<file path="src/rtl/sml_pkg.sv">
// Package: shared action encoding for the store merge latch.
// Assumes: one action per cycle, chosen by the top-level decoder.
package sml_pkg;
    typedef enum logic [2:0] {
        ACT_IDLE     = 3'd0,
        ACT_LOAD     = 3'd1,
        ACT_MERGE    = 3'd2,
        ACT_DISPLACE = 3'd3,
        ACT_FLUSH    = 3'd4
    } sml_act_e;
endpackage

</file>
<file path="src/rtl/sml_merge_ctl.sv">
// Module: decides whether an incoming store may fold into the held entry.
// Assumes: word addresses are already extracted; purely combinational.
module sml_merge_ctl #(
    parameter int WW          = 30,
    parameter int CCA_W       = 3,
    parameter int NOMERGE_CCA = 2
) (
    input  logic             no_merge_cfg,
    input  logic             held_v,
    input  logic [WW-1:0]    held_word,
    input  logic [WW-1:0]    st_word,
    input  logic [CCA_W-1:0] st_cca,
    output logic             merge_ok
);
    logic same_word;
    logic region_allows;

    // Same-word hit against the latch only, never against FIFO contents.
    always_comb same_word = held_v && (st_word == held_word);

    // Region attribute gate, then the global gate over it.
    always_comb region_allows = (st_cca != CCA_W'(NOMERGE_CCA));

    always_comb merge_ok = same_word && !no_merge_cfg && region_allows;
endmodule

</file>
<file path="src/rtl/sml_lane_merge.sv">
// Module: byte-lane overlay of a new store onto the held entry.
// Assumes: BE lanes of 8 bits each; purely combinational.
module sml_lane_merge #(
    parameter int BE = 4
) (
    input  logic [BE-1:0]   held_be,
    input  logic [8*BE-1:0] held_data,
    input  logic [BE-1:0]   st_be,
    input  logic [8*BE-1:0] st_data,
    output logic [BE-1:0]   mrg_be,
    output logic [8*BE-1:0] mrg_data
);
    // Combined mask covers every lane either store wrote.
    always_comb mrg_be = held_be | st_be;

    for (genvar g = 0; g < BE; g++) begin : g_lane
        // Newer lane wins when enabled, else keep the held byte.
        always_comb mrg_data[8*g +: 8] = st_be[g] ? st_data[8*g +: 8] : held_data[8*g +: 8];
    end
endmodule

</file>
<file path="src/rtl/sml_end_gen.sv">
// Module: computes the end-of-run flag of a pushed entry and tracks run length.
// Assumes: push is asserted only in the cycle the FIFO takes the entry.
module sml_end_gen #(
    parameter int WW        = 30,
    parameter int BLK_WORDS = 8,
    parameter int RUN_MAX   = 8
) (
    input  logic          clk,
    input  logic          rst_n,
    input  logic          push,
    input  logic          follow_valid,
    input  logic [WW-1:0] held_word,
    input  logic [WW-1:0] next_word,
    output logic          end_bit
);
    localparam int BLK_BITS = $clog2(BLK_WORDS);
    localparam int RC_W     = $clog2(RUN_MAX) + 1;

    logic [RC_W-1:0] run_q;
    logic [WW-1:0]   succ_word;
    logic            seq_hit;
    logic            at_blk_top;
    logic            run_full;

    // Address one word above the held entry.
    always_comb succ_word = held_word + WW'(1);

    // Sequential follow-on store only counts when a store displaced the entry.
    always_comb seq_hit = follow_valid && (next_word == succ_word);

    // Held word is the last one of its aligned block.
    always_comb at_blk_top = &held_word[BLK_BITS-1:0];

    // Held word would already be the last allowed word of the run.
    always_comb run_full = (run_q >= RC_W'(RUN_MAX - 1));

    always_comb end_bit = !(seq_hit && !at_blk_top && !run_full);

    // Run length counter: restarts after a run-ending push.
    always_ff @(posedge clk) begin
        if (!rst_n) begin
            run_q <= '0;
        end else if (push) begin
            run_q <= end_bit ? '0 : run_q + RC_W'(1);
        end
    end

    // the run counter never passes the word limit.
    p_run_bound_r7: assert property (@(posedge clk) disable iff (!rst_n)
        run_q <= RC_W'(RUN_MAX - 1));
endmodule

</file>
<file path="src/rtl/store_merge_latch.sv">
// Module: single-entry store merge latch feeding a write buffer FIFO.
// Holds one word, folds same-word stores into it, pushes it out with an
// end-of-run flag when displaced or flushed.
// Assumes: stores are word-lane aligned (BE lanes per word); the FIFO
// accepts an entry in any cycle where fifo_ready is 1.
module store_merge_latch
    import sml_pkg::*;
#(
    parameter int AW          = 32,
    parameter int DW          = 32,
    parameter int CCA_W       = 3,
    parameter int NOMERGE_CCA = 2,
    parameter int BLK_BYTES   = 32,
    parameter int RUN_MAX     = 8
) (
    input  logic             clk,
    input  logic             rst_n,
    input  logic             cfg_we,
    input  logic             cfg_no_merge,
    input  logic             st_valid,
    output logic             st_ready,
    input  logic [AW-1:0]    st_addr,
    input  logic [DW/8-1:0]  st_be,
    input  logic [DW-1:0]    st_data,
    input  logic [CCA_W-1:0] st_cca,
    input  logic             flush,
    input  logic             fifo_ready,
    output logic             fifo_push,
    output logic [AW-1:0]    fifo_addr,
    output logic [DW/8-1:0]  fifo_be,
    output logic [DW-1:0]    fifo_data,
    output logic             fifo_end
);
    localparam int BE        = DW / 8;
    localparam int OFS       = $clog2(BE);
    localparam int WW        = AW - OFS;
    localparam int BLK_WORDS = BLK_BYTES / BE;

    logic             nm_q;
    logic             held_v;
    logic [WW-1:0]    held_word;
    logic [BE-1:0]    held_be;
    logic [DW-1:0]    held_data;

    logic [WW-1:0]    st_word;
    logic             merge_ok;
    logic [BE-1:0]    mrg_be;
    logic [DW-1:0]    mrg_data;
    logic             need_push;
    logic             end_bit;
    sml_act_e         act;

    // Word part of the incoming store address.
    always_comb st_word = st_addr[AW-1:OFS];

    // Global no-merge configuration bit, merging enabled out of reset.
    always_ff @(posedge clk) begin
        if (!rst_n) begin
            nm_q <= 1'b0;
        end else if (cfg_we) begin
            nm_q <= cfg_no_merge;
        end
    end

    sml_merge_ctl #(
        .WW(WW), .CCA_W(CCA_W), .NOMERGE_CCA(NOMERGE_CCA)
    ) u_merge_ctl (
        .no_merge_cfg (nm_q),
        .held_v       (held_v),
        .held_word    (held_word),
        .st_word      (st_word),
        .st_cca       (st_cca),
        .merge_ok     (merge_ok)
    );

    sml_lane_merge #(.BE(BE)) u_lane_merge (
        .held_be   (held_be),
        .held_data (held_data),
        .st_be     (st_be),
        .st_data   (st_data),
        .mrg_be    (mrg_be),
        .mrg_data  (mrg_data)
    );

    // Action decode: flush first, then the store request.
    always_comb begin
        act       = ACT_IDLE;
        need_push = 1'b0;
        if (flush) begin
            if (held_v) begin
                act       = ACT_FLUSH;
                need_push = 1'b1;
            end
        end else if (st_valid) begin
            if (!held_v) begin
                act = ACT_LOAD;
            end else if (merge_ok) begin
                act = ACT_MERGE;
            end else begin
                act       = ACT_DISPLACE;
                need_push = 1'b1;
            end
        end
    end

    // Store handshake: stall only when a push is needed and the FIFO is full.
    always_comb st_ready = !flush && (!held_v || merge_ok || fifo_ready);

    sml_end_gen #(
        .WW(WW), .BLK_WORDS(BLK_WORDS), .RUN_MAX(RUN_MAX)
    ) u_end_gen (
        .clk          (clk),
        .rst_n        (rst_n),
        .push         (fifo_push),
        .follow_valid (act == ACT_DISPLACE),
        .held_word    (held_word),
        .next_word    (st_word),
        .end_bit      (end_bit)
    );

    // FIFO side: present the held entry whenever it leaves.
    always_comb begin
        fifo_push = need_push && fifo_ready;
        fifo_addr = {held_word, {OFS{1'b0}}};
        fifo_be   = held_be;
        fifo_data = held_data;
        fifo_end  = end_bit;
    end

    // Latch update per action.
    always_ff @(posedge clk) begin
        if (!rst_n) begin
            held_v    <= 1'b0;
            held_word <= '0;
            held_be   <= '0;
            held_data <= '0;
        end else begin
            case (act)
                ACT_LOAD: begin
                    held_v    <= 1'b1;
                    held_word <= st_word;
                    held_be   <= st_be;
                    held_data <= st_data;
                end
                ACT_MERGE: begin
                    held_be   <= mrg_be;
                    held_data <= mrg_data;
                end
                ACT_DISPLACE: begin
                    if (fifo_ready) begin
                        held_word <= st_word;
                        held_be   <= st_be;
                        held_data <= st_data;
                    end
                end
                ACT_FLUSH: begin
                    if (fifo_ready) held_v <= 1'b0;
                end
                default: ;
            endcase
        end
    end

    // an allowed same-word store keeps the entry in place, no push.
    p_merge_keeps_r2: assert property (@(posedge clk) disable iff (!rst_n)
        (st_valid && st_ready && held_v && st_word == held_word && !nm_q
         && st_cca != CCA_W'(NOMERGE_CCA)) |-> !fifo_push ##1 (held_v && held_word == $past(st_word)));

    // global no-merge forces every accepted store against a held entry out.
    p_global_nomerge_r3: assert property (@(posedge clk) disable iff (!rst_n)
        (nm_q && st_valid && st_ready && held_v) |-> fifo_push);

    // the no-merge region attribute displaces the held entry.
    p_region_nomerge_r4: assert property (@(posedge clk) disable iff (!rst_n)
        (st_valid && st_ready && held_v && st_cca == CCA_W'(NOMERGE_CCA)) |-> fifo_push);

    // a flush push ends the run and empties the latch.
    p_flush_end_r8: assert property (@(posedge clk) disable iff (!rst_n)
        (flush && fifo_push) |-> fifo_end ##1 !held_v);

    // no store is accepted during a flush.
    p_flush_blocks_r8: assert property (@(posedge clk) disable iff (!rst_n)
        flush |-> !st_ready);

    // an idle cycle leaves the held entry untouched.
    p_hold_r10: assert property (@(posedge clk) disable iff (!rst_n)
        (held_v && !st_valid && !flush) |=> (held_v && $stable(held_word)
         && $stable(held_be) && $stable(held_data)));
endmodule

</file>
<file path="config.mk">
export PLATFORM = sky130hd
export DESIGN_NAME = store_merge_latch
export DESIGN_NICKNAME = d
export VERILOG_FILES = /design/src/rtl/sml_pkg.sv /design/src/rtl/sml_merge_ctl.sv /design/src/rtl/sml_lane_merge.sv /design/src/rtl/sml_end_gen.sv /design/src/rtl/store_merge_latch.sv
export SDC_FILE = /design/constraint.sdc
export NUM_CORES = 1
export LEC_CHECK = 0
export ABC_CLOCK_PERIOD_IN_PS = 4400
export CAP_MARGIN = 20
export CORE_MARGIN = 1
export CORE_UTILIZATION = 49
export CTS_CLUSTER_DIAMETER = 150
export CTS_CLUSTER_SIZE = 24
export DETAILED_ROUTE_END_ITERATION = 16
export PLACE_DENSITY = 0.78
export SYNTH_ARGS = -nofsm -noshare
export SYNTH_HDL_FRONTEND = slang
export SYNTH_HIERARCHICAL = 1
export SYNTH_SLANG_ARGS = --single-unit
</file>
<file path="constraint.sdc">
create_clock -name clk -period 4.4 [get_ports clk]
set_clock_uncertainty 0.2 [all_clocks]
set_input_delay 0.88 -clock clk [delete_from_list [all_inputs] [get_ports clk]]
set_output_delay 0.88 -clock clk [all_outputs]
set_load 0.01 [all_outputs]
</file>
## Word-level counts from Yosys, hierarchy flattened

Cells that the tools add are included.

- Word-level logic and storage cells: 76
- Output and inout bits: 71
- Register bits: 72

- Bitwise logic cells: 1
- $lt $le $gt $ge: 1
- Reduce and logical (&&, ||, !) cells: 27
- $add $sub $neg: 2
- Muxes and demuxes: 23
- Equality and inequality tests: 13

Operators with widths:

| kind | count |
|---|---|
| case mux 32 bit (3 select lines) | 1 |
| equality test 30 bit | 2 |
| case mux 30 bit (2 select lines) | 1 |
| two-way mux 32 bit | 1 |
| two-way mux 8 bit | 4 |
| adder 30 x 1 -> 30 bit, second input constant | 1 |
| two-way mux 30 bit | 1 |
| AND reduction 3 bit | 5 |
| != test 2 bit, second input constant | 6 |
| case mux 4 bit (3 select lines) | 1 |
| logical AND 1 bit | 8 |
| two-way mux 4 bit | 2 |
| two-way mux 1 bit | 7 |
| equality test 3 x 2 -> 1 bit, second input constant | 2 |
| logical NOT 1 bit | 6 |
| two-way mux 3 bit | 2 |
| AND reduction 2 bit | 3 |
| adder 4 x 1 -> 4 bit, second input constant | 1 |
| >= comparator 4 x 3 -> 1 bit, second input constant | 1 |
| two-way mux 2 bit | 2 |
| OR 4 bit | 1 |
| nonzero test 2 bit | 2 |
| equality test 3 x 1 -> 1 bit, second input constant | 1 |
| equality test 3 bit, second input constant | 1 |
| other kinds (4) | 5 |

## Logic depth before layout (Yosys ltp)

Gate-level depths: netlist of the first run.

- Depth after elaboration: 13
- Gate-level depth with buffers: 15
- Mapped depth without buffers: 13

## Cells and area by module

Netlist of the first run, hierarchy kept.

By module, submodules not included:

| module | times used | area each (um2) | seq. area each (um2) | cells an instance |
|---|---|---|---|---|
| store_merge_latch | 1 | 3178.0 | 1361.3 | 361 |
| sml_end_gen | 1 | 1330.0 | 80.1 | 183 |
| sml_lane_merge | 1 | 550.5 | 0.0 | 40 |
| sml_merge_ctl | 1 | 345.3 | 0.0 | 43 |

## Worst setup path after synthesis of the first run

OpenSTA, ideal clock, no wires.

- Path kind: input to output
- From: input st_addr[30]
- To: output fifo_end
- Path buffers: 2
- Required time: 3320 ps
- Setup slack: 485 ps
- Stages: 13
- Arrival time: 2835 ps
- Path through: xor2_1 -> nor4_1 -> nand4_1 -> nor3_2 -> clkbuf_1 -> clkbuf_1 -> inv_1 -> and3_1 -> nand2_1 -> a2111oi_0 -> nand4_1 -> nor4_1 -> nand4_2

- Word-level cells in the longest chain between the ends: 13

RTL lines:

| what | line | source |
|---|---|---|
| start, declared | store_merge_latch.sv:22 | `input logic [AW-1:0] st_addr,` |
| equality test 30 bit | sml_merge_ctl.sv:19 | `always_comb same_word = held_v && (st_word == held_word);` |
| logical AND 1 bit | sml_merge_ctl.sv:19 |  |
| logical AND 1 bit (2 in series) | sml_merge_ctl.sv:24 | `always_comb merge_ok = same_word && !no_merge_cfg && region_allows;` |
| named net merge_ok | store_merge_latch.sv:46 | `logic merge_ok;` |
| two-way mux 1 bit | store_merge_latch.sv:97 | `end else if (merge_ok) begin` |
| two-way mux 2 bit | store_merge_latch.sv:95 | `if (!held_v) begin` |
| two-way mux 2 bit | store_merge_latch.sv:94 | `end else if (st_valid) begin` |
| two-way mux 3 bit | store_merge_latch.sv:89 | `if (flush) begin` |
| equality test 3 x 2 -> 1 bit | store_merge_latch.sv:115 | `.follow_valid (act == ACT_DISPLACE),` |
| logical AND 1 bit | sml_end_gen.sv:29 | `always_comb seq_hit = follow_valid && (next_word == succ_word);` |
| logical AND 1 bit (2 in series) | sml_end_gen.sv:37 | `always_comb end_bit = !(seq_hit && !at_blk_top && !run_full);` |
| logical NOT 1 bit | sml_end_gen.sv:37 |  |
| end, declared | store_merge_latch.sv:32 | `output logic fifo_end` |

The timed path passes the listed nets, and every way through them passes these cells.

## Final worst setup path of the first run

- From: input st_addr[10]
- To: output fifo_end

The elaborated chain is that of the path after synthesis.

==> run_summary.xml, run 1 <==
<?xml version="1.0" encoding="UTF-8"?>
<metrics>
  <group name="sta">
    <metric name="fin_crit_sh" unit="%">97.9</metric>
    <metric name="finalHoldViolations" unit="">0</metric>
    <metric name="worst_slew_pin_slew" unit="ns">0.884</metric>
    <metric name="maxSlewHeadroom" unit="%">40.7</metric>
    <metric name="clock.fmax" unit="MHz">232</metric>
    <metric name="setup-violations-final" unit="">0</metric>
    <metric name="setup_total_negative_slack" unit="ns">0</metric>
    <metric name="finalCriticalPeriod" unit="ns">4.31</metric>
    <metric name="number_of_max_slew_violations_in_the_final_report" unit="">0</metric>
  </group>
  <group name="synth">
    <metric name="postSynthRegisterBits" unit="">72</metric>
    <metric name="ys_async_sr_fraction" unit="%">0</metric>
    <metric name="synth-edff-count" unit="">0</metric>
    <metric name="synth_cells" unit="">627</metric>
    <metric name="yosys_most_used_dff" unit="">sky130_fd_sc_hd__dfxtp_1</metric>
    <metric name="synth-seq-area-share" unit="%">26.7</metric>
    <metric name="syn_area" unit="mm2">0.00540</metric>
    <metric name="synth_cell_types" unit="">61</metric>
    <metric name="yosysWarningCount" unit="">6</metric>
    <metric name="syn_area_per_cell" unit="um2">8.62</metric>
  </group>
  <group name="cts">
    <metric name="clock_pin_transition_on_the_worst_setup_and_hold_timing_paths" unit="ns">0.09</metric>
    <metric name="cts_num_sinks" unit="">72</metric>
    <metric name="tritoncts" unit="">yes</metric>
    <metric name="cts.htree.levels" unit="">3</metric>
    <metric name="clk_root_buffer_cell" unit="">sky130_fd_sc_hd__clkbuf_8</metric>
    <metric name="clk-insertion-delay-late" unit="ns">0.36</metric>
    <metric name="clockBufferDepth" unit="">2</metric>
    <metric name="tritoncts.num_buffers" unit="">9</metric>
  </group>
  <group name="finish">
    <metric name="layout.cells.most_common_list" unit="">sky130_fd_sc_hd__clkdlybuf4s50_1 (116), sky130_fd_sc_hd__nand2_1 (111), sky130_fd_sc_hd__dfxtp_1 (72)</metric>
    <metric name="n_antenna_cell" unit="">0</metric>
    <metric name="most_common_cell_after_layout_fill_and_taps_aside" unit="">sky130_fd_sc_hd__clkdlybuf4s50_1</metric>
    <metric name="fin_cells" unit="">950</metric>
    <metric name="layout-drive-gt1-share" unit="%">22.5</metric>
    <metric name="final_nets" unit="">890</metric>
    <metric name="area_growth" unit="%">43.7</metric>
  </group>
  <group name="routing">
    <metric name="vias_per_cell" unit="">6.03</metric>
    <metric name="drc_errors" unit="">0</metric>
    <metric name="via_count" unit="">5726</metric>
    <metric name="drt-pass1-iter-count" unit="">6</metric>
    <metric name="drt_wl_total" unit="mm">17.3</metric>
    <metric name="iteration_0_drc_count_of_the_detailed_router" unit="">337</metric>
    <metric name="antenna_left" unit="">0</metric>
    <metric name="routed_length_per_placed_instance" unit="um">18.2</metric>
  </group>
  <group name="die">
    <metric name="fp.dieH" unit="um">107</metric>
    <metric name="placeableCoreArea" unit="mm2">0.0105</metric>
    <metric name="floorplan.die.width" unit="um">107</metric>
    <metric name="core.rowCount" unit="">37</metric>
    <metric name="initial_utilization" unit="%">51.4</metric>
    <metric name="dieArea" unit="mm2">0.0115</metric>
    <metric name="ios" unit="">149</metric>
  </group>
  <group name="global_routing">
    <metric name="grt_pass1_wl" unit="mm">27.0</metric>
    <metric name="globalRouteMet1Util" unit="%">36.4</metric>
    <metric name="most_used_layer_global_route" unit="">met2</metric>
    <metric name="grt-ovfl-total" unit="">0</metric>
    <metric name="grt_antenna_before_repair" unit="">0</metric>
    <metric name="groute.layer.met2.usage" unit="%">48.7</metric>
    <metric name="first_global_vias" unit="">5569</metric>
    <metric name="globalRouteTotalUtil" unit="%">29.4</metric>
    <metric name="grt_start_max_net_pins" unit="">65</metric>
    <metric name="gr-usage-met3" unit="%">6.81</metric>
  </group>
  <group name="flow_run">
    <metric name="cap_viol_max_count" unit="">0</metric>
  </group>
  <group name="place">
    <metric name="gp_congestion" unit="">0.919</metric>
    <metric name="io_buffers" unit="">144</metric>
    <metric name="post-dp-hpwl" unit="mm">12.0</metric>
    <metric name="dp.cells" unit="">929</metric>
  </group>
  <group name="power">
    <metric name="vdd_drop_max" unit="mV">0.195</metric>
    <metric name="p_leak" unit="nW">3.12</metric>
    <metric name="power_density" unit="mW/mm2">230</metric>
  </group>
  <group name="setup_path">
    <metric name="worstSetupPathDepth" unit="">14</metric>
    <metric name="cp_data_required_time" unit="ns">3.32</metric>
    <metric name="r2r.worst_path.cells" unit="">9</metric>
    <metric name="critical_path.endpoint_type" unit="">output port</metric>
    <metric name="rrSetupSlack" unit="ns">1.04</metric>
    <metric name="path_max_fanout" unit="">4</metric>
    <metric name="cp.arrival" unit="ns">3.23</metric>
    <metric name="critPathLaunchType" unit="">primary input</metric>
    <metric name="worstPathCellList" unit="">clkdlybuf4s50_1 &gt; xor2_1 &gt; nor4_2 &gt; nand4_1 &gt; nor3_4 &gt; inv_2 &gt; and3_4 &gt; nand2_2 &gt; a2111oi_4 &gt; buf_4 &gt; nand4_1 &gt; nor4_2 &gt; nand4_2 &gt; buf_2</metric>
    <metric name="critical-path-max-stage-delay" unit="ns">0.50</metric>
    <metric name="crit_type" unit="">in -&gt; out</metric>
    <metric name="crit_path_max_delay_cell_type" unit="">sky130_fd_sc_hd__clkdlybuf4s50_1</metric>
    <metric name="timing.critical_path.max_delay_family" unit="">simple AND/OR/NAND/NOR gates</metric>
    <metric name="timing.critical_path.buf_inv" unit="">4</metric>
  </group>
  <group name="worst_hold_path">
    <metric name="hold_class" unit="">reg -&gt; reg</metric>
    <metric name="worstHoldPathCells" unit="">2</metric>
  </group>
  <group name="status">
    <metric name="status" unit="">finished, final reports clean</metric>
  </group>
</metrics>
worst register-to-register path, stage by stage, from the launching register on:
cell and delay (ns):
sky130_fd_sc_hd__dfxtp_1 0.59, sky130_fd_sc_hd__nand3_2 0.27, sky130_fd_sc_hd__or4_4 0.59, sky130_fd_sc_hd__o21a_1 0.22
sky130_fd_sc_hd__or4b_1 0.50, sky130_fd_sc_hd__a31oi_1 0.27, sky130_fd_sc_hd__nand4_2 0.18, sky130_fd_sc_hd__buf_4 0.19
sky130_fd_sc_hd__nor3b_2 0.16, sky130_fd_sc_hd__o31a_1 0.14
Yosys cell counts, types with 2 or more instances:
cell | number | area share (%)
sky130_fd_sc_hd__or4_1 | 3 | 0.42
sky130_fd_sc_hd__nand2b_1 | 3 | 0.35
sky130_fd_sc_hd__and3_1 | 5 | 0.58
sky130_fd_sc_hd__mux2_4 | 32 | 8.9
sky130_fd_sc_hd__nand4_1 | 17 | 2.0
sky130_fd_sc_hd__nor4_1 | 16 | 1.9
sky130_fd_sc_hd__or2_1 | 4 | 0.46
sky130_fd_sc_hd__a21oi_1 | 40 | 3.7
sky130_fd_sc_hd__buf_2 | 8 | 0.74
sky130_fd_sc_hd__or3_1 | 4 | 0.46
sky130_fd_sc_hd__o31a_1 | 2 | 0.32
sky130_fd_sc_hd__and4_1 | 2 | 0.32
sky130_fd_sc_hd__dfxtp_1 | 72 | 27
sky130_fd_sc_hd__nor2_1 | 11 | 0.76
sky130_fd_sc_hd__a2111oi_0 | 2 | 0.32
sky130_fd_sc_hd__nand3_1 | 47 | 4.4
sky130_fd_sc_hd__clkbuf_1 | 30 | 2.1
sky130_fd_sc_hd__ha_1 | 3 | 0.69
sky130_fd_sc_hd__nor2b_1 | 8 | 0.93
sky130_fd_sc_hd__a311oi_1 | 6 | 0.97
sky130_fd_sc_hd__inv_1 | 6 | 0.42
sky130_fd_sc_hd__mux2i_1 | 32 | 5.9
sky130_fd_sc_hd__buf_6 | 7 | 1.5
sky130_fd_sc_hd__a211oi_1 | 3 | 0.42
sky130_fd_sc_hd__nor3b_1 | 2 | 0.28
sky130_fd_sc_hd__nand4b_1 | 3 | 0.49
sky130_fd_sc_hd__nand2_1 | 112 | 7.8
sky130_fd_sc_hd__buf_4 | 3 | 0.42
sky130_fd_sc_hd__a31oi_1 | 4 | 0.46
sky130_fd_sc_hd__a41oi_1 | 4 | 0.65
sky130_fd_sc_hd__a311oi_2 | 30 | 8.3
sky130_fd_sc_hd__xnor2_1 | 28 | 4.5
sky130_fd_sc_hd__xor2_1 | 36 | 5.8
sky130_fd_sc_hd__o21ai_0 | 4 | 0.37
sky130_fd_sc_hd__nor3_1 | 8 | 0.74
sky130_fd_sc_hd__o21a_1 | 4 | 0.56
sky130_fd_sc_hd__o32a_1 | 2 | 0.37
worst paths after layout:
| kind | endpoint | startpoint |
|---|---|---|
| setup / recovery | fifo_end | st_addr[10] |
| hold / removal | held_word[29] | held_word[29] |
| setup reg to reg | u_end_gen/run_q[2] | held_word[2] |
| hold reg to reg | held_word[29] | held_word[29] |
power by group:
| part | internal (mW) | switching (mW) |
|---|---|---|
| clock | 0.215 | 0.296 |
| sequential | 0.690 | 0.0419 |
| combinational | 0.290 | 0.252 |
through the flow:
step | instance area (um2) | hold WS [ns] | power, mW | utilization, % | setup WS [ns]
floorplan | 5410 | 0.261 | 1.02 | - | 0.485
CTS | 7650 | 0.327 | 1.78 | 72.8 | 0.0187
global route | 7770 | 0.347 | 1.86 | 73.9 | -0.0122
detailed placement | 7330 | 0.313 | 1.27 | 69.7 | -0.609
finish | 7770 | 0.319 | 1.78 | 73.9 | 0.0934
global placement | 7330 | 0.298 | 1.25 | 69.7 | -0.498
metal layers:
layer  vias to the layer above  routed length, um
li1                       2652                  -
met1                      2753               7110
met2                       278               8310
met3                        43               1340
met4                         0                527
met5                         -                  0
repair_timing:
action	CTS	global route
resized for setup	20	31
setup endpoints to repair	2	2
cloned	2	0
hold endpoints to repair	0	0
buffers inserted	2	1
pin swaps	8	13
hold buffers	0	0
flip-flops by register name, summed over array words and instances, names as in the netlist:
register,count
fifo_data,32
held_word,30
fifo_be,4
u_end_gen/run_q,4
held_v,1
nm_q,1
logic make-up after synthesis:
group,Yosys count,share of synthesized area [%]
compound gates,109,17.6
other cells,1,0.0694
mux,65,15.0
fa+ha+maj,3,0.695
flops,72,26.7
xor+xnor,64,10.4
simple gates,258,24.3
buf+inv,55,5.19
cell type report:
class	instances	area [um2]
flip-flops and latches	72	1440
inverters	6	22.5
fillers	755	2740
multi-input cells	501	3820
clock buffers	9	124
repair buffers	219	2130
well taps	136	170
clock inverters	7	58.8
(Power assumes the default switching activity.)
==> inputs of run 2 (changes only) <==
--- a/config.mk
+++ b/config.mk
@@ -13,6 +13,7 @@
 export CTS_CLUSTER_SIZE = 24
 export DETAILED_ROUTE_END_ITERATION = 16
 export PLACE_DENSITY = 0.78
+export SETUP_SLACK_MARGIN = 0.5
 export SYNTH_ARGS = -nofsm -noshare
 export SYNTH_HDL_FRONTEND = slang
 export SYNTH_HIERARCHICAL = 1
==> run 2 against run 1 <==
Compared with the run above: largest power group unchanged; clock power fell by 4.3%; wire length increased by 1.8%; cell count increased by 1.6%; setup slack better by 0.33 ns; via count increased by 1.5%; register-to-register slack improved by 0.02 ns; global-route usage grew 2.0 points; count of clock-buffer cells in the layout unchanged; largest cell class unchanged; total power down 0.91%; critical path depth stayed put.
==> run_summary.xml, run 2 (synthesis gave the netlist of run 1 again) <==
<?xml version="1.0" encoding="UTF-8"?>
<metrics>
  <group name="status">
    <metric name="status" unit="">finished, final reports clean</metric>
  </group>
  <group name="place">
    <metric name="gp_congestion" unit="">0.926</metric>
    <metric name="placed_area" unit="mm2">0.00735</metric>
    <metric name="io_buffers" unit="">144</metric>
    <metric name="post-dp-hpwl" unit="mm">12.0</metric>
    <metric name="dp.cells" unit="">933</metric>
  </group>
  <group name="die">
    <metric name="dieArea" unit="mm2">0.0115</metric>
    <metric name="fp.dieH" unit="um">107</metric>
    <metric name="placeableCoreArea" unit="mm2">0.0105</metric>
    <metric name="initial_utilization" unit="%">51.4</metric>
    <metric name="core.rowCount" unit="">37</metric>
    <metric name="ios" unit="">149</metric>
    <metric name="floorplan.die.width" unit="um">107</metric>
  </group>
  <group name="sta">
    <metric name="setup-violations-final" unit="">0</metric>
    <metric name="finalCriticalPeriod" unit="ns">3.98</metric>
    <metric name="clock.fmax" unit="MHz">251</metric>
    <metric name="finalHoldViolations" unit="">0</metric>
    <metric name="setup_total_negative_slack" unit="ns">0</metric>
    <metric name="worst_slew_pin_slew" unit="ns">0.665</metric>
    <metric name="fin_crit_sh" unit="%">90.4</metric>
    <metric name="grt_setup_unrepaired" unit="">true</metric>
    <metric name="number_of_max_slew_violations_in_the_final_report" unit="">0</metric>
    <metric name="maxSlewHeadroom" unit="%">55.6</metric>
  </group>
  <group name="setup_path">
    <metric name="crit_type" unit="">in -&gt; out</metric>
    <metric name="path_max_fanout" unit="">2</metric>
    <metric name="critical_path.endpoint_type" unit="">output port</metric>
    <metric name="cp_data_required_time" unit="ns">3.32</metric>
    <metric name="critPathLaunchType" unit="">primary input</metric>
    <metric name="cp.arrival" unit="ns">2.90</metric>
  </group>
  <group name="routing">
    <metric name="antenna_left" unit="">0</metric>
    <metric name="routed_length_per_placed_instance" unit="um">18.2</metric>
    <metric name="drt_wl_total" unit="mm">17.6</metric>
    <metric name="iteration_0_drc_count_of_the_detailed_router" unit="">532</metric>
    <metric name="vias_per_cell" unit="">6.02</metric>
    <metric name="drt-pass1-iter-count" unit="">5</metric>
    <metric name="drc_errors" unit="">0</metric>
    <metric name="via_count" unit="">5814</metric>
  </group>
  <group name="global_routing">
    <metric name="grt_antenna_before_repair" unit="">0</metric>
    <metric name="grt_start_max_net_pins" unit="">66</metric>
    <metric name="grt-ovfl-total" unit="">0</metric>
    <metric name="grt_pass1_wl" unit="mm">28.5</metric>
    <metric name="first_global_vias" unit="">5820</metric>
    <metric name="globalRouteTotalUtil" unit="%">31.4</metric>
  </group>
  <group name="cts">
    <metric name="clock_pin_transition_on_the_worst_setup_and_hold_timing_paths" unit="ns">0.08</metric>
    <metric name="clk_root_buffer_cell" unit="">sky130_fd_sc_hd__clkbuf_8</metric>
    <metric name="clk-insertion-delay-late" unit="ns">0.37</metric>
    <metric name="cts.htree.levels" unit="">3</metric>
    <metric name="cts_num_sinks" unit="">72</metric>
    <metric name="tritoncts" unit="">yes</metric>
    <metric name="tritoncts.num_buffers" unit="">9</metric>
    <metric name="clockBufferDepth" unit="">2</metric>
  </group>
  <group name="finish">
    <metric name="layout.cells.most_common_list" unit="">sky130_fd_sc_hd__nand2_1 (112), sky130_fd_sc_hd__clkdlybuf4s50_1 (108), sky130_fd_sc_hd__buf_4 (85)</metric>
    <metric name="layout-drive-gt1-share" unit="%">30.0</metric>
    <metric name="area_growth" unit="%">44.4</metric>
    <metric name="final.fill_count" unit="">754</metric>
    <metric name="final_nets" unit="">905</metric>
    <metric name="most_common_cell_after_layout_fill_and_taps_aside" unit="">sky130_fd_sc_hd__nand2_1</metric>
    <metric name="fin_cells" unit="">965</metric>
    <metric name="largest_register_ff_count" unit="">32</metric>
    <metric name="n_antenna_cell" unit="">0</metric>
    <metric name="finalInstanceArea" unit="mm2">0.00780</metric>
    <metric name="final_core_util" unit="%">74.3</metric>
  </group>
  <group name="flow_run">
    <metric name="cap_viol_max_count" unit="">0</metric>
  </group>
  <group name="power">
    <metric name="total_power" unit="mW">1.77</metric>
    <metric name="p_leak" unit="nW">3.01</metric>
    <metric name="vdd_drop_max" unit="mV">0.141</metric>
    <metric name="power_density" unit="mW/mm2">227</metric>
  </group>
  <group name="worst_hold_path">
    <metric name="hold_class" unit="">reg -&gt; reg</metric>
  </group>
</metrics>
-- run 2: cell count changes in the layout (fill, tap and decap cells not counted), sizes merged, moves of 3 or more --
cell | before | now
dlymetal6s2s | 22 | 0
buf | 75 | 117
clkdlybuf4s15 | 0 | 6
clkinv | 1 | 4
inv | 10 | 6
clkdlybuf4s50 | 116 | 108
-- run 2: per-layer routing --
| metal | part of all wire (%) | wire length (um) | track usage (%) |
|---|---|---|---|
| met1 | 41 | 7190 | 39.8 |
| met4 | 3.4 | 596 | 15.3 |
| met3 | 7.4 | 1310 | 4.80 |
| met5 | 0 | 0 | 0 |
| met2 | 48 | 8500 | 51.9 |
-- run 2: worst max-delay path, stage by stage --
cell and delay [ns]:
sky130_fd_sc_hd__buf_6 0.10, sky130_fd_sc_hd__xor2_1 0.16, sky130_fd_sc_hd__nor4_2 0.35, sky130_fd_sc_hd__nand4_1 0.21, sky130_fd_sc_hd__nor3_4 0.25, sky130_fd_sc_hd__inv_1 0.08, sky130_fd_sc_hd__and3_1 0.18, sky130_fd_sc_hd__nand2_1 0.06
sky130_fd_sc_hd__a2111oi_2 0.04, sky130_fd_sc_hd__buf_4 0.14, sky130_fd_sc_hd__nand4_1 0.12, sky130_fd_sc_hd__nor4_4 0.05, sky130_fd_sc_hd__nand4_2 0.12, sky130_fd_sc_hd__buf_2 0.15
-- run 2: repair_timing --
| action | 4_1_cts | 5_1_grt |
|---|---|---|
| hold buffers | 0 | 0 |
| pin swaps | 43 | 0 |
| gates resized for setup | 187 | 2 |
| cloned | 1 | 0 |
| setup endpoints to repair | 26 | 3 |
| setup buffers | 15 | 0 |
-- run 2: layout make-up --
class                   instances  area, um2  area share (%)
multi-input cells             501       3900            49.9
inverters                       6       22.5           0.289
repair buffers                234       2080            26.6
clock inverters                 7       46.3           0.593
clock buffers                   9        124            1.59
flip-flops and latches         72       1470            18.8
well taps                     136        170            2.18
-- run 2: worst paths after layout --
path / from / endpoint / slack (ns) / depth (start not counted)
max: st_addr[10] / fifo_end / 0.42 / 14
min: held_word[19] / held_word[19] / 0.33 / 2
max reg2reg: held_word[0] / fifo_data[27] / 1.06 / 12
min reg2reg: held_word[19] / held_word[19] / 0.33 / 2
-- run 2: where the power goes --
| part | switching (mW) | leakage (nW) | total (mW) | internal [mW] |
|---|---|---|---|---|
| sequential | 0.0409 | 0.599 | 0.731 | 0.690 |
| combinational | 0.257 | 2.33 | 0.549 | 0.292 |
| clock | 0.285 | 0.0814 | 0.488 | 0.203 |
-- run 2: metrics by stage --
| stage | setup WS, ns | hold slack (ns) |
|---|---|---|
| CTS | 0.502 | 0.328 |
| floorplan | 0.531 | 0.261 |
| global route | 0.283 | 0.359 |
| detailed placement | -0.683 | 0.304 |
| finish | 0.424 | 0.331 |
| global placement | -0.467 | 0.287 |
==> inputs of run 3 (changes only) <==
--- a/config.mk
+++ b/config.mk
@@ -7,12 +7,16 @@
 export LEC_CHECK = 0
 export ABC_CLOCK_PERIOD_IN_PS = 4400
 export CAP_MARGIN = 20
+export CELL_PAD_IN_SITES_DETAIL_PLACEMENT = 1
+export CELL_PAD_IN_SITES_GLOBAL_PLACEMENT = 1
 export CORE_MARGIN = 1
-export CORE_UTILIZATION = 49
+export CORE_UTILIZATION = 36
 export CTS_CLUSTER_DIAMETER = 150
 export CTS_CLUSTER_SIZE = 24
 export DETAILED_ROUTE_END_ITERATION = 16
 export PLACE_DENSITY = 0.78
+export RECOVER_POWER = 50
+export REMOVE_ABC_BUFFERS = 1
 export SETUP_SLACK_MARGIN = 0.5
 export SYNTH_ARGS = -nofsm -noshare
 export SYNTH_HDL_FRONTEND = slang
==> run 3 against run 2 <==
Compared with the run above: the run now ends with capacitance limit, slew limit left; non-clock buffer count shrank 4; utilization fell by 19 points; first-iteration DRC count decreased by 35%; register-to-register slack lost 0.15 ns; sequential share of layout area down 0.83 points; largest cell class unchanged.
==> run_summary.xml, run 3 (synthesis gave the netlist of run 1 again) <==
<?xml version="1.0" encoding="UTF-8"?>
<metrics>
  <group name="sta">
    <metric name="finalHoldViolations" unit="">0</metric>
    <metric name="fin_crit_sh" unit="%">97.0</metric>
    <metric name="number_of_max_slew_violations_in_the_final_report" unit="">39</metric>
    <metric name="finalCriticalPeriod" unit="ns">4.27</metric>
    <metric name="maxSlewHeadroom" unit="%">-25.4</metric>
    <metric name="clock.fmax" unit="MHz">234</metric>
    <metric name="grt_setup_unrepaired" unit="">true</metric>
    <metric name="worst_slew_pin_slew" unit="ns">1.88</metric>
    <metric name="setup-violations-final" unit="">0</metric>
  </group>
  <group name="worst_hold_path">
    <metric name="timing.hold.worst.start" unit="">nm_q</metric>
    <metric name="worstHoldPathCells" unit="">2</metric>
    <metric name="hold_class" unit="">reg -&gt; reg</metric>
    <metric name="hold_path_end" unit="">nm_q</metric>
  </group>
  <group name="finish">
    <metric name="finalInstanceArea" unit="mm2">0.00801</metric>
    <metric name="fin_cells" unit="">1009</metric>
    <metric name="most_common_cell_after_layout_fill_and_taps_aside" unit="">sky130_fd_sc_hd__nand2_1</metric>
    <metric name="final_nets" unit="">901</metric>
    <metric name="largest_register_ff_count" unit="">32</metric>
    <metric name="n_antenna_cell" unit="">0</metric>
    <metric name="layout.cells.most_common_list" unit="">sky130_fd_sc_hd__nand2_1 (111), sky130_fd_sc_hd__buf_4 (79), sky130_fd_sc_hd__dfxtp_1 (72)</metric>
    <metric name="area_growth" unit="%">48.3</metric>
    <metric name="layout-drive-gt1-share" unit="%">27.6</metric>
  </group>
  <group name="status">
    <metric name="status" unit="">complete, but fails checks</metric>
    <metric name="failed_checks" unit="">capacitance limit, slew limit</metric>
  </group>
  <group name="power">
    <metric name="power.switching_fraction" unit="%">30.9</metric>
    <metric name="power_report.internal_total" unit="mW">1.41</metric>
    <metric name="share_comb_of_total_power" unit="%">27.1</metric>
    <metric name="p_clk_share" unit="%">37.4</metric>
    <metric name="netSwitchingPower" unit="mW">0.631</metric>
    <metric name="p_leak" unit="nW">3.24</metric>
    <metric name="p_seq_share" unit="%">35.6</metric>
    <metric name="vdd_drop_max" unit="mV">0.213</metric>
    <metric name="power_density" unit="mW/mm2">255</metric>
  </group>
  <group name="place">
    <metric name="gp_congestion" unit="">0.846</metric>
    <metric name="dp.cells" unit="">985</metric>
    <metric name="placed_area" unit="mm2">0.00745</metric>
    <metric name="post-dp-hpwl" unit="mm">13.7</metric>
    <metric name="io_buffers" unit="">144</metric>
  </group>
  <group name="setup_path">
    <metric name="cp_data_required_time" unit="ns">3.32</metric>
    <metric name="ff_to_ff_end" unit="">u_end_gen/run_q[2]</metric>
    <metric name="path_max_fanout" unit="">2</metric>
    <metric name="critical_path.reg2reg.startpoint" unit="">held_word[0]</metric>
    <metric name="startpoint" unit="">st_addr[6]</metric>
    <metric name="r2r.worst_path.cells" unit="">11</metric>
    <metric name="cp.arrival" unit="ns">3.19</metric>
    <metric name="critical_path.endpoint_type" unit="">output port</metric>
    <metric name="critPathLaunchType" unit="">primary input</metric>
    <metric name="rrSetupSlack" unit="ns">0.91</metric>
    <metric name="crit_type" unit="">in -&gt; out</metric>
  </group>
  <group name="cts">
    <metric name="clk_root_buffer_cell" unit="">sky130_fd_sc_hd__clkbuf_16</metric>
    <metric name="postCtsHoldBufs" unit="">0</metric>
    <metric name="cts_num_sinks" unit="">72</metric>
    <metric name="tritoncts" unit="">yes</metric>
    <metric name="clk-insertion-delay-late" unit="ns">0.35</metric>
    <metric name="tritoncts.num_buffers" unit="">9</metric>
    <metric name="clock_pin_transition_on_the_worst_setup_and_hold_timing_paths" unit="ns">0.06</metric>
    <metric name="cts.htree.levels" unit="">3</metric>
    <metric name="clockBufferDepth" unit="">2</metric>
  </group>
  <group name="die">
    <metric name="ios" unit="">149</metric>
    <metric name="initial_utilization" unit="%">37.0</metric>
    <metric name="floorplan.die.width" unit="um">125</metric>
    <metric name="dieArea" unit="mm2">0.0155</metric>
    <metric name="placeableCoreArea" unit="mm2">0.0146</metric>
    <metric name="core.rowCount" unit="">44</metric>
    <metric name="fp.dieH" unit="um">125</metric>
  </group>
  <group name="routing">
    <metric name="via_count" unit="">5742</metric>
    <metric name="iteration_0_drc_count_of_the_detailed_router" unit="">345</metric>
    <metric name="drt_wl_total" unit="mm">20.3</metric>
    <metric name="drc_errors" unit="">0</metric>
    <metric name="vias_per_cell" unit="">5.69</metric>
    <metric name="drt-pass1-iter-count" unit="">4</metric>
    <metric name="routed_length_per_placed_instance" unit="um">20.1</metric>
    <metric name="antenna_left" unit="">0</metric>
  </group>
  <group name="global_routing">
    <metric name="grt_pass1_wl" unit="mm">32.4</metric>
    <metric name="grt_antenna_before_repair" unit="">0</metric>
    <metric name="grt_start_max_net_pins" unit="">65</metric>
    <metric name="first_global_vias" unit="">5939</metric>
    <metric name="grt-ovfl-total" unit="">0</metric>
    <metric name="globalRouteTotalUtil" unit="%">26.0</metric>
  </group>
  <group name="flow_run">
    <metric name="cap_viol_max_count" unit="">1</metric>
  </group>
</metrics>
-- run 3: critical path, stage by stage --
cell	delay, ns
sky130_fd_sc_hd__buf_8	0.10
sky130_fd_sc_hd__xor2_2	0.17
sky130_fd_sc_hd__nor4_2	0.33
sky130_fd_sc_hd__nand4_1	0.20
sky130_fd_sc_hd__nor3_1	0.41
sky130_fd_sc_hd__inv_1	0.11
sky130_fd_sc_hd__and3_4	0.21
sky130_fd_sc_hd__nand2_4	0.06
sky130_fd_sc_hd__a2111oi_4	0.04
sky130_fd_sc_hd__buf_4	0.15
sky130_fd_sc_hd__nand4_1	0.11
sky130_fd_sc_hd__nor4_2	0.07
sky130_fd_sc_hd__buf_4	0.15
sky130_fd_sc_hd__nand4_4	0.09
sky130_fd_sc_hd__buf_6	0.11
-- run 3: power groups by stage --
stage,clock [mW],combinational [mW],sequential [mW]
after global routing,0.800,0.592,0.732
after CTS,0.777,0.558,0.726
after floorplan,0,0.222,0.769
final,0.764,0.554,0.727
after detailed placement,0,0.549,0.738
after global placement,0,0.532,0.735
-- run 3: layout make-up --
cell class	count	area, um2
well taps	184	230
multi-input cells	501	3930
flip-flops and latches	72	1440
repair buffers	230	2090
clock inverters	6	67.6
inverters	6	22.5
fillers	1710	6580
clock buffers	10	229
-- run 3: worst max path at each step --
stage | to | slack (ns) | cells after the start
2_1_floorplan | fifo_be[0] | -0.78 | 7
3_3_place_gp | fifo_end | -0.63 | 15
3_5_place_dp | fifo_end | -0.68 | 15
4_1_cts | fifo_end | 0.24 | 14
5_1_grt | fifo_end | 0.07 | 15
6_report | fifo_end | 0.13 | 15
-- run 3: per-stage QoR --
step | setup slack (ns) | power, mW | hold WS, ns | TNS, ns | util [%]
global route | 0.0661 | 2.12 | 0.370 | 0 | 54.9
floorplan | -0.781 | 0.991 | 0.261 | -45.49 | -
global placement | -0.631 | 1.27 | 0.285 | -1.01 | 51.1
finish | 0.132 | 2.04 | 0.322 | 0 | 54.9
detailed placement | -0.678 | 1.29 | 0.292 | -3.04 | 51.1
CTS | 0.236 | 2.06 | 0.324 | 0 | 54.6
-- run 3: metal layers --
layer / part of all wire, % / up-vias / GRT usage [%] / wire, um
met5: 0 / - / 0 / 0
met1: 42 / 2853 / 32.5 / 8600
met3: 5.8 / 27 / 4.55 / 1180
li1: - / 2667 / - / -
met4: 1.6 / 0 / 8.08 / 326
met2: 50 / 195 / 44.9 / 10200
-- run 3: repair_timing --
action                                  in CTS  in global routing
endpoints found under the setup margin      41                  3
resized for setup                          111                 62
gates cloned                                 2                  0
buffers inserted                             6                  0
pin swaps                                   27                 26
